File: config.mk
export PLATFORM = sky130hd
export DESIGN_NAME = opage_stack_ctrl
export DESIGN_NICKNAME = d
export VERILOG_FILES = /design/src/rtl/opage_pkg.sv /design/src/rtl/opage_op_sel.sv /design/src/rtl/opage_stack_regs.sv /design/src/rtl/opage_stack_ctrl.sv
export SDC_FILE = /design/constraint.sdc
export NUM_CORES = 1
export LEC_CHECK = 0
export BUFFER_PORTS_ARGS = -buffer_cell sky130_fd_sc_hd__buf_2
export CAP_MARGIN = 30
export CORE_MARGIN = 3
export CORE_UTILIZATION = 45
export CTS_CLUSTER_SIZE = 20
export DETAILED_ROUTE_END_ITERATION = 10
export GPL_TIMING_DRIVEN = 0
export PLACE_DENSITY = 0.71
export SYNTH_ARGS = -nofsm -noshare
export SYNTH_HDL_FRONTEND = slang
export SYNTH_SLANG_ARGS = --single-unit
File: constraint.sdc
create_clock -name clk -period 4.4 [get_ports clk]
set_input_delay 0.22 -clock clk [delete_from_list [all_inputs] [get_ports clk]]
set_output_delay 0.22 -clock clk [all_outputs]
set_load 0.03 [all_outputs]
File: src/rtl/opage_pkg.sv
package opage_pkg;
  typedef enum logic [2:0] {
    CMD_PLAIN  = 3'd0,
    CMD_SELECT = 3'd1,
    CMD_POP    = 3'd2,
    CMD_RESET  = 3'd3,
    CMD_BRANCH = 3'd4
  } cmd_e;

  typedef enum logic [2:0] {
    OP_HOLD  = 3'd0,
    OP_LOAD  = 3'd1,
    OP_CLEAR = 3'd2,
    OP_POP   = 3'd3,
    OP_PUSH  = 3'd4,
    OP_DEC   = 3'd5,
    OP_FULL  = 3'd6
  } op_e;
endpackage

File: src/rtl/opage_op_sel.sv
module opage_op_sel
  import opage_pkg::*;
#(
  parameter int DEPTH = 4,
  parameter int LEN_W = 4,
  parameter int CNT_W = 3
) (
  input  logic             csr_wr,
  input  logic             ret_valid,
  input  logic [2:0]       ret_cmd,
  input  logic [CNT_W-1:0] depth,
  input  logic [LEN_W-1:0] top_len,
  output op_e              op
);
  localparam logic [LEN_W-1:0] PERM = {LEN_W{1'b1}};
  localparam logic [CNT_W-1:0] FULL = CNT_W'(DEPTH);

  logic empty;
  assign empty = (depth == '0);

  always_comb begin
    op = OP_HOLD;
    if (csr_wr) begin
      op = OP_LOAD;
    end else if (ret_valid) begin
      case (ret_cmd)
        CMD_BRANCH, CMD_RESET: op = OP_CLEAR;
        CMD_POP:               op = empty ? OP_HOLD : OP_POP;
        CMD_SELECT:            op = (depth == FULL) ? OP_FULL : OP_PUSH;
        default: begin
          if (!empty && top_len != PERM)
            op = (top_len <= LEN_W'(1)) ? OP_POP : OP_DEC;
        end
      endcase
    end
  end
endmodule

File: src/rtl/opage_stack_regs.sv
module opage_stack_regs
  import opage_pkg::*;
#(
  parameter int DEPTH = 4,
  parameter int ENT_W = 7,
  parameter int LEN_W = 4,
  parameter int CNT_W = 3
) (
  input  logic                   clk,
  input  logic                   rst_n,
  input  op_e                    op,
  input  logic [ENT_W-1:0]       push_ent,
  input  logic [CNT_W-1:0]       load_depth,
  input  logic [DEPTH*ENT_W-1:0] load_ents,
  output logic [CNT_W-1:0]       depth,
  output logic [DEPTH*ENT_W-1:0] ents
);
  localparam logic [CNT_W-1:0] FULL = CNT_W'(DEPTH);

  logic [CNT_W-1:0] depth_q;

  for (genvar i = 0; i < DEPTH; i++) begin : g_slot
    logic [ENT_W-1:0] slot_q;
    always_ff @(posedge clk) begin
      if (!rst_n) begin
        slot_q <= '0;
      end else begin
        case (op)
          OP_LOAD:  slot_q <= load_ents[i*ENT_W +: ENT_W];
          OP_CLEAR: slot_q <= '0;
          OP_POP:   if (depth_q == CNT_W'(i + 1)) slot_q <= '0;
          OP_PUSH:  if (depth_q == CNT_W'(i)) slot_q <= push_ent;
          OP_DEC:   if (depth_q == CNT_W'(i + 1))
                      slot_q[LEN_W-1:0] <= slot_q[LEN_W-1:0] - LEN_W'(1);
          default:  ;
        endcase
      end
    end
    assign ents[i*ENT_W +: ENT_W] = slot_q;
  end

  always_ff @(posedge clk) begin
    if (!rst_n) begin
      depth_q <= '0;
    end else begin
      case (op)
        OP_LOAD:  depth_q <= (load_depth > FULL) ? FULL : load_depth;
        OP_CLEAR: depth_q <= '0;
        OP_POP:   depth_q <= depth_q - CNT_W'(1);
        OP_PUSH:  depth_q <= depth_q + CNT_W'(1);
        default:  ;
      endcase
    end
  end

  assign depth = depth_q;
endmodule

File: src/rtl/opage_stack_ctrl.sv
module opage_stack_ctrl
  import opage_pkg::*;
#(
  parameter int DEPTH  = 4,
  parameter int PAGE_W = 3,
  parameter int LEN_W  = 4,
  localparam int ENT_W = PAGE_W + LEN_W,
  localparam int CNT_W = $clog2(DEPTH + 1),
  localparam int CSR_W = DEPTH * ENT_W + CNT_W
) (
  input  logic              clk,
  input  logic              rst_n,
  input  logic              ret_valid,
  input  logic [2:0]        ret_cmd,
  input  logic [PAGE_W-1:0] ret_page,
  input  logic [LEN_W-1:0]  ret_len,
  input  logic              csr_wr,
  input  logic [CSR_W-1:0]  csr_wdata,
  output logic [CSR_W-1:0]  csr_rdata,
  output logic [PAGE_W-1:0] page_out,
  output logic [CNT_W-1:0]  depth_out,
  output logic              default_mode,
  output logic              overflow
);
  op_e                    op;
  logic [CNT_W-1:0]       depth;
  logic [DEPTH*ENT_W-1:0] ents;
  logic [ENT_W-1:0]       top_ent;
  logic                   ovf_q;

  always_comb begin
    top_ent = '0;
    for (int i = 0; i < DEPTH; i++)
      if (depth == CNT_W'(i + 1)) top_ent = ents[i*ENT_W +: ENT_W];
  end

  opage_op_sel #(.DEPTH(DEPTH), .LEN_W(LEN_W), .CNT_W(CNT_W)) u_sel (
    .csr_wr    (csr_wr),
    .ret_valid (ret_valid),
    .ret_cmd   (ret_cmd),
    .depth     (depth),
    .top_len   (top_ent[LEN_W-1:0]),
    .op        (op)
  );

  opage_stack_regs #(.DEPTH(DEPTH), .ENT_W(ENT_W), .LEN_W(LEN_W), .CNT_W(CNT_W)) u_regs (
    .clk        (clk),
    .rst_n      (rst_n),
    .op         (op),
    .push_ent   ({ret_page, ret_len}),
    .load_depth (csr_wdata[CSR_W-1 -: CNT_W]),
    .load_ents  (csr_wdata[DEPTH*ENT_W-1:0]),
    .depth      (depth),
    .ents       (ents)
  );

  always_ff @(posedge clk) begin
    if (!rst_n) ovf_q <= 1'b0;
    else        ovf_q <= (op == OP_FULL);
  end

  assign csr_rdata    = {depth, ents};
  assign page_out     = top_ent[ENT_W-1:LEN_W];
  assign depth_out    = depth;
  assign default_mode = (depth == '0);
  assign overflow     = ovf_q;
endmodule

### After elaboration in Yosys (flattened, before gate mapping)

Cells that the tools add are included.

* flip-flop bits (word level): 32
* word-level logic and storage cells: 92

* add/subtract/negate cells: 6
* $lt $le $gt $ge: 2
* equal/unequal tests: 27
* multiplexer cells: 33
* reductions and logical operators: 14

Operators with widths (number)
* $mux 7: 12
* $pmux 4 s5: 4
* $pmux 3 s4: 5
* $ne 2x2->1 const B: 12
* $eq 3x2->1 const B: 6
* $mux 4: 4
* $reduce_and 4->1: 4
* $sub 4x1->4 const B: 4
* $eq 3x3->1 const B: 5
* $mux 3: 5
* $reduce_and 3->1: 4
* $eq 3x1->1 const B: 3
* $pmux 3 s3: 1
* $reduce_bool 5->1: 1
* $le 4x1->1 const B: 1
* $mux 2: 2
* $ne 4x4->1 const B: 1
* $reduce_bool 4->1: 1
* $add 3x1->3 const B: 1
* $gt 3x3->1 const B: 1
* $logic_not 3->1: 1
* $sub 3x1->3 const B: 1
* $reduce_or 2->1: 1
* $logic_and 1x1->1: 1
* $logic_not 1->1: 1

### Depth between registers and ports, before layout

* word-level depth: 14
* mapped depth: 15
* gate-level depth less buffers: 10

### By module

A second synthesis with hierarchy kept.

* cells, all modules: 358
* area, all modules: 2925.3 µm²

Modules (own cells, without submodules)
* opage_stack_regs: instances 1, cells an instance 294, area an instance 2351.0 µm², seq. area each 620.6 µm²
* opage_stack_ctrl: instances 1, cells an instance 42, area an instance 409.1 µm², seq. area each 20.0 µm²
* opage_op_sel: instances 1, cells an instance 22, area an instance 165.2 µm², seq. area each 0.0 µm²

### Least setup slack after synthesis

Ideal clock, no wire load.

* path kind: reg-to-reg
* from: register u_regs.depth_q[2], in the netlist u_regs.depth[2]
* to: register u_regs.g_slot[3].slot_q[2]
* data arrival time: 3.529 ns
* required time: 4.284 ns
* path slack: 0.755 ns
* stages on the path, launching flop included: 14
* path buffers: 3
* period minus slack after synthesis: 3.645 ns
* cells stage by stage: dfxtp_1 > buf_6 > clkbuf_1 > inv_1 > ha_1 > buf_6 > nor4b_4 > a211oi_2 > or2_1 > or4_4 > a221o_1 > a211oi_4 > nand2b_1 > and3_1

* cells in the longest elaborated chain, start to end: 14
* elaborated cells on any way between the ends: 31
* those cells by class: order compare (1); eq/ne (13); mux (12); reduce/logical (5)

Ends and longest elaborated chain
* from (decl): RTL line opage_stack_regs.sv:20 `logic [CNT_W-1:0] depth_q;`
* from (signal assigned): RTL line opage_stack_regs.sv:47 `OP_LOAD: depth_q <= (load_depth > FULL) ? FULL : load_depth;`
* from (signal assigned): RTL line opage_stack_regs.sv:49 `OP_POP: depth_q <= depth_q - CNT_W'(1);`
* from (signal assigned): RTL line opage_stack_regs.sv:50 `OP_PUSH: depth_q <= depth_q + CNT_W'(1);`
* $eq 3x1->1: RTL line opage_stack_ctrl.sv:34 `if (depth == CNT_W'(i + 1)) top_ent = ents[i*ENT_W +: ENT_W];`
* $mux 7 (4 in series): RTL line opage_stack_ctrl.sv:34
* $le 4x1->1 / $ne 4x4->1 (equally long branches): RTL line opage_op_sel.sv:32, opage_op_sel.sv:31
* $mux 3 / $logic_and 1x1->1 (equally long branches): RTL line opage_op_sel.sv:32, opage_op_sel.sv:31
* $mux 3: RTL line opage_op_sel.sv:31 `if (!empty && top_len != PERM)`
* $pmux 3 s3: RTL line opage_op_sel.sv:26 `case (ret_cmd)`
* $mux 3: RTL line opage_op_sel.sv:25 `end else if (ret_valid) begin`
* $mux 3: RTL line opage_op_sel.sv:23 `if (csr_wr) begin`
* $eq 3x3->1 (tied with other cells): RTL line opage_stack_regs.sv:28 `case (op)`
* $reduce_bool 5->1 (no line) / $ne 2x2->1 (equally long branches)
* $reduce_and 4->1 (no line)
* to (signal assigned): RTL line opage_stack_regs.sv:29 `OP_LOAD: slot_q <= load_ents[i*ENT_W +: ENT_W];`
* to (signal assigned): RTL line opage_stack_regs.sv:32 `OP_PUSH: if (depth_q == CNT_W'(i)) slot_q <= push_ent;`
* to (signal, indexed assignment): RTL line opage_stack_regs.sv:34 `slot_q[LEN_W-1:0] <= slot_q[LEN_W-1:0] - LEN_W'(1);`
* to (decl): RTL line opage_stack_regs.sv:23 `logic [ENT_W-1:0] slot_q;`

Parallel ways exist; a longest one is shown, timed or not.
A chain may end at the register's enable or synchronous reset.

### Worst setup path after layout

Ends and elaborated chain as after synthesis.

==> metrics.md <==
| Metric | Value |
|---|---|
| Outcome | complete, no violations |
| I/O Pins | 84 |
| Initial core utilization | between 40 and 50% |
| RD Place Congestion | a little over 0.9 |
| Share of cells above drive strength 1 | a little over a quarter |
| PD cells | between 300 and 400 mW/mm^2 |
| Clk_lat worst skew | roughly 0.29 ns |
| CTS Buf Count | 5 |
| Tcrit/Tclk final | a little over nine tenths |
| CP max-delay cell | or4_4 |
| HPWL Detailed | around 7100 um |
| Largest area contributor in the netlist | dfxtp_1 |
| Setup Skew | a little over 0.005 ns |
| Tightest Pin Transition | 0.899 ns |
| Post-synth EDFFs | 0 |
| Initial antenna violation count | 0 |
| 1st-iter DRT viols | 296 |
| Final WL | ~9400 um |
| MaxCap Viol Count | 0 |
| Clk buf depth | 2 |
| Die footprint | ~0.007 sq mm |
| Routed vias/inst | just over 6 |
| # rows | 27 |
| Setup TNS | 0 ns |
| Port Buffers | 81 |
| Area of the mapped netlist | 0.00274 sq mm |
| FFs w/ async S/R, synth | 0% |
| Global router's overall resource usage | approximately a quarter |
| Sink Count | 32 |
| Cts hold-fix bufs | 0 |
| CP endpoint kind | flop |
| Post CTS Setup Buffer Count | 0 |
| Via count | around 3200 |
| Placed Instances | slightly above 500 |
| GR Overflow Total | 0 |
| Cell variety after synth | 68 |
| Fmax | between 200 and 250 MHz |
| CP Cell Sequence | buf_6 > clkbuf_1 > inv_1 > ha_1 > buf_6 > clkbuf_1 > o311ai_0 > nor2_1 > or4_4 > a21oi_2 > nor2_1 > a221o_1 > and3_1 |
| Number of routed nets with antenna violations | 0 |
| Startpoint types | flop |
| Critical path type | flop to flop |
| # diodes | 0 |
| Warnings, synthesis | 0 |
| DRC violations left | 0 |
| Tot Pwr | between 1 and 1.5 mW |
| Routed WL per cell | 17.8 um |
| Core Area | 0.00571 sq mm |
| CTS tree | done |
| Slew Viols, Final | 0 |
| Die span in x | 84.0 um |
| WHS | 0.177 ns |
| Mapped Nets | 420 |
| Layout Cells excl Fill | between 500 and 600 |
| Largest net degree at the start of global routing | 11 |
| CTS Root Cell | clkbuf_8 |
| Chip height | between 80 and 90 um |
| Leak | roughly 1.5 nW |
| Worst Path Arrival | about 4.3 ns |
| Pre-Repair DR Iteration Count | 6 |
| Clk slew on worst S/H paths | 0.07 ns |
| Unrepaired setup endpoints after global routing | no |
| Type of the tightest min-delay check | primary input to flop |
| Synth Instances | ~370 |
| Most frequent cells in the layout | 82 x buf_2, 49 x nand2_1, 33 x nor2_1 |
| Final setup fails | 0 |
| Worst slew margin | between 30% and 40% |
| Layout area overhead | 22.1% |
| H-tree depth | 2 |
| Top-area cell type share of the netlist area | a little under a quarter |
| CP Max Fanout | 10 |
| Number of global-route vias before repair | slightly below 3000 |
| Final-report hold violation count | 0 |
| Final core utilization | approximately 59% |
| Min Tclk post-route | approximately 4.1 ns |
| Top_reg_cell synth | dfxtp_1 |
| WP data required | approximately 4.6 ns |
| Layout Nets | just over 500 |
| Syn_area_per_cell | about 7.5 sq um |
| Slowest Stage Delay on Critical Path | ~0.54 ns |
| Seq/Total Area, Yosys | a little under a quarter |
| Main area contributors after synthesis | dfxtp_1 23%, nand2_1 6.7%, a21oi_1 5.5% |
| Most common cell after layout, fill and taps aside | buf_2 |
| Max IR drop VDD | about 0.18 mV |
| Seq cells post-synth | 32 |
| Fillcell total | between 500 and 600 |
| Global-route wire length before repair | 14600 um |
cell usage after synthesis, drive strengths merged (4+ instances only):
library cell	n
mux2i	4
a21oi	32
dfxtp	32
inv	15
nor3	5
a21o	4
ha	10
nand3	10
a31oi	5
nor2	33
nand2b	9
xnor2	6
or3	4
a221oi	5
clkbuf	16
o211a	4
o22ai	5
and2	4
a22o	12
nand2	49
buf	9
a221o	5
o21ai	31
a211oi	7
flip-flops by register name (all words and copies together) (netlist names):
signal / count
overflow: 1
u_regs.g_slot.slot_q: 28
u_regs.depth: 3
path summary, 6_finish.rpt:
| check | cells past startpoint | slack (ns) | to | startpoint |
|---|---|---|---|---|
| hold reg to reg | 2 | 0.48 | u_regs.g_slot[0].slot_q[6] | u_regs.g_slot[0].slot_q[6] |
| hold / removal | 3 | 0.18 | u_regs.g_slot[2].slot_q[2] | csr_wdata[16] |
| setup reg to reg | 13 | 0.26 | u_regs.g_slot[3].slot_q[2] | u_regs.depth[2] |
| setup / recovery | 13 | 0.26 | u_regs.g_slot[3].slot_q[2] | u_regs.depth[2] |
per-stage QoR:
step / setup slack, ns / cell area [sq um]
after CTS: 0.159 / 3330
final: 0.264 / 3340
after floorplan: 0.755 / 2740
after global routing: 0.0284 / 3340
after detailed placement: 0.178 / 3230
after global placement: 0.175 / 3230
timing repair:
item | CTS | global route
gates resized for setup | 0 | 5
setup endpoints to repair | 0 | 15
endpoints found under the hold margin | 0 | 0
metal layers:
| metal | part of all wire [%] | wire (um) | GRT usage (%) |
|---|---|---|---|
| met1 | 44 | 4120 | 34.3 |
| met2 | 46 | 4350 | 40.6 |
| met3 | 7.1 | 664 | 4.05 |
| met4 | 2.4 | 229 | 9.50 |
| met5 | 0 | 0 | 0 |
where the power goes:
group	switching [mW]	internal [mW]
logic	0.413	0.239
registers	0.0552	0.335
clock network	0.115	0.139
total	0.583	0.714
layout make-up:
type,count,area (sq um),share of cell area (%)
multi-input combinational,293,1900,56.8
sequential,32,641,19.2
timing repair buffer,81,405,12.1
buffer,25,156,4.68
clock buffer,7,96.3,2.88
tap,72,90.1,2.70
inverter,15,56.3,1.68
logic make-up after synthesis:
logic type               Yosys count  share of synthesized area, %
XOR/XNOR                           9                          2.88
adder cells (fa/ha/maj)           10                          4.57
flip-flops                        32                          23.4
AND/OR/NAND/NOR                  133                          23.9
buffers and inverters             40                          7.68
multiplexers                       4                          1.46
AO/OA/AOI/OAI                    137                          36.1
critical path, delay by kind of cell, from the launching register on:
family          cells  cell delay [ns]
compound gates      3             1.25
fa+ha+maj           1             0.25
buf+inv             5             1.11
flops               1             0.40
simple gates        4             1.03
No activity file was read; power rests on OpenSTA's default activity.
